<file path="src/rtl/mac_pkg.sv">
package mac_pkg;

  // Group generate / propagate pair used by the prefix tree
  typedef struct packed {
    logic g;
    logic p;
  } gp_t;

  // Combine a more significant group (hi) with the adjacent lower group (lo)
  function automatic gp_t gp_merge(gp_t hi, gp_t lo);
    gp_t r;
    r.g = hi.g | (hi.p & lo.g);
    r.p = hi.p & lo.p;
    return r;
  endfunction

  // Unsigned shift-and-add product, one partial product per multiplier bit
  function automatic logic [63:0] pp_product(logic [31:0] a, logic [31:0] b);
    logic [63:0] acc;
    acc = '0;
    for (int i = 0; i < 32; i++) begin
      if (b[i]) acc = acc + (64'(a) << i);
    end
    return acc;
  endfunction

endpackage

</file>
<file path="src/rtl/mac_mult.sv">
module mac_mult #(
  parameter int OP_W = 32
) (
  input  logic [OP_W-1:0]   a,
  input  logic [OP_W-1:0]   b,
  output logic [2*OP_W-1:0] prod
);
  localparam int PW = 2 * OP_W;

  // Partial-product array, summed row by row
  logic [PW-1:0] rows [OP_W];

  for (genvar i = 0; i < OP_W; i++) begin : g_row
    assign rows[i] = b[i] ? (PW'(a) << i) : '0;
  end

  always_comb begin
    prod = '0;
    for (int i = 0; i < OP_W; i++) prod = prod + rows[i];
  end

endmodule

</file>
<file path="src/rtl/mac_bk_adder.sv">
module mac_bk_adder
  import mac_pkg::*;
#(
  parameter int W = 64
) (
  input  logic [W-1:0] a,
  input  logic [W-1:0] b,
  output logic [W-1:0] sum,
  output logic         cout
);
  localparam int LOG = $clog2(W);
  localparam int STG = 2 * LOG - 1;

  // node[s][i]: group term ending at bit i after stage s
  gp_t node [STG+1][W];
  logic [W:0] carry;

  // Per-bit generate and propagate
  for (genvar i = 0; i < W; i++) begin : g_pre
    assign node[0][i] = '{g: a[i] & b[i], p: a[i] ^ b[i]};
  end

  // Up-sweep: distance doubles each level, only at aligned positions
  for (genvar l = 0; l < LOG; l++) begin : g_up
    localparam int D = 2 ** l;
    for (genvar i = 0; i < W; i++) begin : g_bit
      if (((i + 1) % (2 * D)) == 0) begin : g_node
        assign node[l+1][i] = gp_merge(node[l][i], node[l][i-D]);
      end else begin : g_pass
        assign node[l+1][i] = node[l][i];
      end
    end
  end

  // Down-sweep: fill the remaining positions, halving the distance
  for (genvar k = 0; k < LOG - 1; k++) begin : g_dn
    localparam int D = 2 ** (LOG - 2 - k);
    localparam int S = LOG + k;
    for (genvar i = 0; i < W; i++) begin : g_bit
      if ((((i + 1) % (2 * D)) == D) && (i >= 2 * D)) begin : g_node
        assign node[S+1][i] = gp_merge(node[S][i], node[S][i-D]);
      end else begin : g_pass
        assign node[S+1][i] = node[S][i];
      end
    end
  end

  // Sum phase
  assign carry[0] = 1'b0;
  for (genvar i = 0; i < W; i++) begin : g_sum
    assign carry[i+1] = node[STG][i].g;
    assign sum[i]     = node[0][i].p ^ carry[i];
  end
  assign cout = carry[W];

endmodule

</file>
<file path="src/rtl/mac_bk_acc.sv">
module mac_bk_acc #(
  parameter int OP_W = 32
) (
  input  logic                clk,
  input  logic                rst_n,
  input  logic                in_valid,
  input  logic                clr,
  input  logic [OP_W-1:0]     op_a,
  input  logic [OP_W-1:0]     op_b,
  output logic [2*OP_W-1:0]   prod_q,
  output logic [2*OP_W-1:0]   acc_q,
  output logic                acc_carry
);
  localparam int ACC_W = 2 * OP_W;

  logic [ACC_W-1:0] prod_now;
  logic [ACC_W-1:0] sum_now;
  logic             cout_now;

  // Named events for the checker
  logic evt_accum;
  logic evt_seed;
  logic evt_zero;
  logic evt_wrap;

  mac_mult #(.OP_W(OP_W)) u_mult (
    .a    (op_a),
    .b    (op_b),
    .prod (prod_now)
  );

  mac_bk_adder #(.W(ACC_W)) u_add (
    .a    (acc_q),
    .b    (prod_now),
    .sum  (sum_now),
    .cout (cout_now)
  );

  assign evt_accum = in_valid & ~clr;
  assign evt_seed  = in_valid & clr;
  assign evt_zero  = clr & ~in_valid;
  assign evt_wrap  = evt_accum & cout_now;

  always_ff @(posedge clk or negedge rst_n) begin
    if (!rst_n) begin
      prod_q    <= '0;
      acc_q     <= '0;
      acc_carry <= 1'b0;
    end else begin
      if (in_valid) prod_q <= prod_now;
      if (evt_accum) begin
        acc_q     <= sum_now;
        acc_carry <= cout_now;
      end else if (evt_seed) begin
        acc_q     <= prod_now;
        acc_carry <= 1'b0;
      end else if (evt_zero) begin
        acc_q     <= '0;
        acc_carry <= 1'b0;
      end
    end
  end

endmodule

</file>
<file path="config.mk">
export PLATFORM = sky130hd
export DESIGN_NAME = mac_bk_acc
export DESIGN_NICKNAME = d
export VERILOG_FILES = /design/src/rtl/mac_pkg.sv /design/src/rtl/mac_mult.sv /design/src/rtl/mac_bk_adder.sv /design/src/rtl/mac_bk_acc.sv
export SDC_FILE = /design/constraint.sdc
export NUM_CORES = 2
export LEC_CHECK = 0
export ABC_AREA = 1
export BUFFER_PORTS_ARGS = -buffer_cell sky130_fd_sc_hd__buf_2
export CAP_MARGIN = 25
export CORE_MARGIN = 5
export CORE_UTILIZATION = 59
export CTS_CLUSTER_SIZE = 28
export DETAILED_ROUTE_END_ITERATION = 7
export GPL_TIMING_DRIVEN = 0
export HOLD_SLACK_MARGIN = 0.15
export MAX_ROUTING_LAYER = met4
export PLACE_DENSITY = 0.8
export SLEW_MARGIN = 20
export SYNTH_ARGS = -nofsm -noshare
export SYNTH_HDL_FRONTEND = slang
export SYNTH_SLANG_ARGS = --single-unit
</file>
<file path="constraint.sdc">
create_clock -name clk -period 2.8 [get_ports clk]
set_clock_uncertainty 0.2 [all_clocks]
set_input_delay 0.28 -clock clk [delete_from_list [all_inputs] [get_ports clk]]
set_output_delay 0.28 -clock clk [all_outputs]
set_load 0.05 [all_outputs]
</file>
== After elaboration in Yosys (flattened, before gate mapping) ==
Cells that the tools add are included.

* Logic and storage cells: 566
* Output and inout port bits: 129
* Bits in registers: 129

* Reductions and logical operators: 1
* Muxes and demuxes: 38
* Add/sub/neg operators: 31
* Bitwise operators: 493

{| class="wikitable"
|+ Operator list
! cell !! count
|-
| $add 64x64->64 || 15
|-
| $and 1x1->1 || 244
|-
| $mux 64 || 3
|-
| $xor 1x1->1 || 127
|-
| $or 1x1->1 || 120
|-
| $add 64x48->64 || 1
|-
| $add 64x49->64 || 1
|-
| $add 64x50->64 || 1
|-
| $add 64x51->64 || 1
|-
| $add 64x52->64 || 1
|-
| $add 64x53->64 || 1
|-
| $add 64x54->64 || 1
|-
| $add 64x55->64 || 1
|-
| $add 64x56->64 || 1
|-
| $add 64x57->64 || 1
|-
| $add 64x58->64 || 1
|-
| $add 64x59->64 || 1
|-
| $add 64x60->64 || 1
|-
| $add 64x61->64 || 1
|-
| $add 64x62->64 || 1
|-
| $add 64x63->64 || 1
|-
| $mux 63 || 1
|-
| $mux 62 || 1
|-
| $mux 61 || 1
|-
| other kinds (32) || 35
|}

== Longest topological paths before layout ==
* Word-level depth: 55
* Gate-level depth with buffers: 47

== Modules after synthesis ==
From an unflattened synthesis, not the netlist that was laid out.

* Cells, all modules: 5,741
* Area total of the unflattened synthesis: 43,725.7 µm²

{| class="wikitable"
|+ Modules (own cells, without submodules)
! module !! cells an instance !! area each (µm²) !! sequential area each (µm²) !! instances
|-
| mac_mult || 4,741 || 35,317.6 || 0.0 || 1
|-
| mac_bk_acc || 631 || 5,592.9 || 3,228.1 || 1
|-
| mac_bk_adder || 369 || 2,815.2 || 0.0 || 1
|}

== Least setup slack after synthesis ==
Ideal clock, no wire load.

* Path type: input to register
* Start: in op_a[26]
* End: reg acc_q[63]
* Stages: 42
* Setup slack: -5,774 ps
* Arrival time: 8,255 ps
* Path buffers: 1
* Path through: clkbuf_1 nand2_1 fa_1 inv_1 fa_1 fa_1 inv_1 fa_1 inv_1 fa_1 fa_1 fa_1 inv_1 fa_1 inv_1 ha_1 nand2_1 inv_1 [6 not listed] or2_1 nand2_2 inv_1 ha_1 nand4_1 nor4_1 nand2_1 nand2_1 nand2_1 nand2_1 nand2_1 nand2_1 a21oi_1 fa_1 o21ai_0 a21oi_1 a21oi_1 nand2_1

{| class="wikitable"
|+ RTL lines
! element !! line !! source
|-
| start, declared || mac_bk_acc.sv:8 || <nowiki>input logic [OP_W-1:0] op_a,</nowiki>
|-
| $mux 32 / $mux 33 (equally long branches) || mac_mult.sv:14 || <nowiki>assign rows[i] = b[i] ? (PW'(a) << i) : '0;</nowiki>
|-
| $add 64x64->64 (15 in a row) || mac_mult.sv:19 || <nowiki>for (int i = 0; i < OP_W; i++) prod = prod + rows[i];</nowiki>
|-
| $add 64x48->64 || mac_mult.sv:19 ||
|-
| $add 64x49->64 || mac_mult.sv:19 ||
|-
| $add 64x50->64 * || mac_mult.sv:19 ||
|-
| $add 64x51->64 * || mac_mult.sv:19 ||
|-
| $add 64x52->64 * || mac_mult.sv:19 ||
|-
| $add 64x53->64 * || mac_mult.sv:19 ||
|-
| [10 not listed] || -- ||
|-
| named net prod_now[44] || mac_bk_acc.sv:16 || <nowiki>logic [ACC_W-1:0] prod_now;</nowiki>
|-
| [10 not listed] || -- ||
|-
| $and 1x1->1 * || mac_pkg.sv:12 || <nowiki>r.g = hi.g | (hi.p & lo.g);</nowiki>
|-
| $or 1x1->1 * || mac_pkg.sv:12 ||
|-
| $and 1x1->1 * || mac_pkg.sv:12 ||
|-
| $or 1x1->1 * || mac_pkg.sv:12 ||
|-
| $and 1x1->1 * || mac_pkg.sv:12 ||
|-
| $or 1x1->1 * || mac_pkg.sv:12 ||
|-
| $xor 1x1->1 * || mac_bk_adder.sv:52 || <nowiki>assign sum[i] = node[0][i].p ^ carry[i];</nowiki>
|-
| $mux 64 * || mac_bk_acc.sv:51 || <nowiki>if (evt_accum) begin</nowiki>
|-
| end signal, assigned || mac_bk_acc.sv:52 || <nowiki>acc_q <= sum_now;</nowiki>
|-
| end signal, assigned || mac_bk_acc.sv:55 || <nowiki>acc_q <= prod_now;</nowiki>
|-
| end, declared || mac_bk_acc.sv:11 || <nowiki>output logic [2*OP_W-1:0] acc_q,</nowiki>
|}

Mark *: on every way through the listed nets, which the timed path passes. The rest lies on a longest branch.
A chain may end at the register's enable or synchronous reset.

== Worst setup path after layout ==
* Start: in op_b[27]
* End: reg acc_q[62]

{| class="wikitable"
|+ RTL lines
! element !! line !! source
|-
| start, declared || mac_bk_acc.sv:9 || <nowiki>input logic [OP_W-1:0] op_b,</nowiki>
|-
| $mux 59 * || mac_mult.sv:14 ||
|-
| $add 64x59->64 * || mac_mult.sv:19 ||
|-
| $add 64x60->64 * || mac_mult.sv:19 ||
|-
| $add 64x61->64 * || mac_mult.sv:19 ||
|-
| $add 64x62->64 * || mac_mult.sv:19 ||
|-
| $add 64x63->64 * || mac_mult.sv:19 ||
|-
| named net prod_now[44] || mac_bk_acc.sv:16 ||
|-
| $and 1x1->1 || mac_bk_adder.sv:20 || <nowiki>assign node[0][i] = '{g: a[i] & b[i], p: a[i] ^ b[i]};</nowiki>
|-
| [7 not listed] || -- ||
|-
| $and 1x1->1 * || mac_pkg.sv:12 ||
|-
| $or 1x1->1 * || mac_pkg.sv:12 ||
|-
| $and 1x1->1 * || mac_pkg.sv:12 ||
|-
| $or 1x1->1 * || mac_pkg.sv:12 ||
|-
| $and 1x1->1 * || mac_pkg.sv:12 ||
|-
| $or 1x1->1 * || mac_pkg.sv:12 ||
|-
| $xor 1x1->1 * || mac_bk_adder.sv:52 ||
|-
| $mux 64 * || mac_bk_acc.sv:51 ||
|}

Marks and branches as above.

==> flow_summary.toml <==
[run_status]
outcome = "finished, violations left"
violations = "DRC, setup timing"

[min_path]
hold_path.class = "in2async"

[global_route]
grt_max_degree = 98
grt.total_usage_pct = 43.6
gr-max-usage-layer = "met2"
grt_antenna_before_repair = 5
globalRouteMet1Util_pct = 53.2
use_met3_pct = 9.86
grt_pass1_wl_mm = 245
grt.overflow.total = 0
grt_pass1_vias = 40500
grt_use_met2_pct = 66.9

[timing]
setup_violations = 120
holdWs_ns = 0.168
fmax_ghz = 0.116
rsz0062_at_grt = "true"
setup_slack_ns = -5.84
period_needed_ns = 8.64
finalHoldViolCount = 0
slew-limit-headroom_pct = 28.3
worstMarginPinSlew_ns = 1.08
finalCritPeriodShare_pct = 308
maxSlewViolCount = 0

[job]
cap_violations = 0

[yosys]
synthFlopType = "dfrtp_1"
yosysMostFrequentCell = "nand2_1"
yosys.area.top_type_share_pct = 44.6
syn_area_um2 = 41900
synth_edf_count = 0
ys_ff_latch = 129
netlist-cell-type-count = 51
syn_avg_cell_area_um2 = 8.00
synth_common_cells = "nand2_1 (1531), inv_1 (1401), fa_1 (934)"
yosysSeqAreaShare_pct = 7.70
synthCells = 5236
synth_warnings = 0
syn-num-nets = 6558
async_flop_share_pct = 100
ys_top_cells_by_area = "fa_1 (45%), nand2_1 (14%), inv_1 (13%)"
synth.largest_area_cell = "fa_1"

[worst_setup_path]
rr_worst_depth = 18
cp.required_ns = 2.93
reg2reg_slack_ns = -0.94
cpPeakStageDelay_ns = 0.60
critPathBufInv = 11
reg2reg_from = "acc_q[0]$_DFFE_PN0P_"
crit_type = "in2reg"
start_kind = "primary input"
crit_fanout = 10
crit_family = "adder cells"
critPathArrivalTime_ns = 8.76
r2r_end = "acc_q[43]$_DFFE_PN0P_"
worst_setup_path_end_kind = "flop"
cpMostUsedCell = "fa_1"
cp_slowest_cell = "fa_2"

[detailed_routing]
vias_per_cell = 5.84
drt_pre_antenna_iters = 8
drc = 2
routed_wl_mm = 172
ant_nets = 0
drtIter0Drc = 4026
avgRoutedWirePerCell_um = 25.5
vias = 39200

[clock_tree]
cts_tree = "built"
cts_sinks = 129
htree_levels = 4
cts_buffers = 17
clock_latency_ns = 0.45
clockBufferDepth = 2
cts.clk_slew.worst_paths_ns = 0.07
ctsRootBufferMaster = "clkbuf_16"

[placement]
dp_hpwl_mm = 130
dpl_cell_area_um2 = 46600
routabilityCongestion = 1.07
io_buffers = 195

[finish]
postLayoutCoreUtil_pct = 78.6
syn_to_final_growth_pct = 31.7
nNetsFinal = 7089
design_area_um2 = 55200
drive_gt1_share_pct = 25.9

[floorplan]
start_util_pct = 59.6
rows = 97
fp.dieH_um = 277
coreArea_um2 = 70300
ios = 197
die-area_um2 = 76500
die_w_um = 277
[metrics by stage]
| stage | instances | worst slack (ns) | setup TNS (ns) |
|---|---|---|---|
| 3_5_place_dp | 6372 | -6.94 | -585.07 |
| 4_1_cts | 6573 | -5.67 | -467.12 |
| 3_3_place_gp | 6371 | -6.95 | -646.73 |
| 5_1_grt | 6725 | -5.99 | -503.98 |
| 6_report | 6726 | -5.84 | -490.00 |
| 2_1_floorplan | 5236 | -5.24 | -424.20 |
[how the worst max path moves through the flow]
stage | from | endpoint | slack [ns] | depth (start not counted)
2_1_floorplan | op_b[19] | acc_q[61]$_DFFE_PN0P_ | -5.24 | 41
3_3_place_gp | op_b[30] | acc_q[60]$_DFFE_PN0P_ | -6.95 | 42
3_5_place_dp | op_b[30] | acc_q[61]$_DFFE_PN0P_ | -6.94 | 42
4_1_cts | op_b[30] | acc_q[62]$_DFFE_PN0P_ | -5.67 | 42
5_1_grt | op_b[27] | acc_q[62]$_DFFE_PN0P_ | -5.99 | 42
6_report | op_b[27] | acc_q[62]$_DFFE_PN0P_ | -5.84 | 42
[cell families after synthesis]
logic type	after synthesis	share of synthesized area, %
XOR/XNOR	62	1.51
AO/OA/AOI/OAI	273	3.94
adder cells (fa/ha/maj)	1254	54.2
buffers and inverters	1637	14.7
flip-flops	129	7.70
AND/OR/NAND/NOR	1881	18.0
[worst reg2reg max path: cells and delay by family (launching register included)]
family                     cells  cell delay [ns]
buffers and inverters          2             0.26
DFF                            1             0.42
adders and majority gates      3             1.04
and+or+nand+nor               10             1.18
AOI/OAI and AO/OA              2             0.39
xor gates and xnor gates       1             0.14
[cell usage in the layout, fill, tap and decap left out, drive strengths merged, types with 7 or more instances in the layout]
| master | n |
|---|---|
| xnor2 | 17 |
| fa | 934 |
| clkbuf | 215 |
| o21bai | 15 |
| inv | 1421 |
| and2 | 13 |
| a21o | 16 |
| nand3 | 105 |
| buf | 535 |
| o21ai | 76 |
| a21oi | 102 |
| nor3 | 17 |
| nand2 | 1556 |
| ha | 320 |
| o221ai | 13 |
| xor2 | 45 |
| o22ai | 7 |
| a31oi | 9 |
| nor2 | 158 |
| o211ai | 15 |
| nand4 | 17 |
| dfrtp | 129 |
[routing by layer]
metal | share of wire, % | vias up
li1 | - | 16100
met5 | 0 | -
met2 | 45 | 2919
met3 | 12 | 914
met1 | 34 | 19400
met4 | 9.1 | 0
[flip-flops by register name, summed over array words and instances (netlist names)]
signal     cells
acc_carry      1
acc_q         64
prod_q        64
[cell type report]
type	count	area, um^2
Inverter	1413	5330
Clock inverter	15	171
Sequential cell	129	3230
Antenna cell	6	15.0
Clock buffer	17	425
Timing Repair Buffer	512	4460
Multi-Input combinational cell	3470	36600
Buffer	224	3830
Fill cell	4493	15100
Tap cell	940	1180
[what timing repair did]
| action | CTS | global route |
|---|---|---|
| endpoints found under the setup margin | 121 | 121 |
| pin swaps | 194 | 204 |
| gates resized for setup | 740 | 395 |
| setup buffers | 164 | 145 |
| gates cloned | 2 | 5 |
| hold buffers | 4 | 0 |
| endpoints found under the hold margin | 133 | 0 |
Power is not shown: default switching activity piles up to over one toggle a cycle in this logic, so the estimate is an artifact.
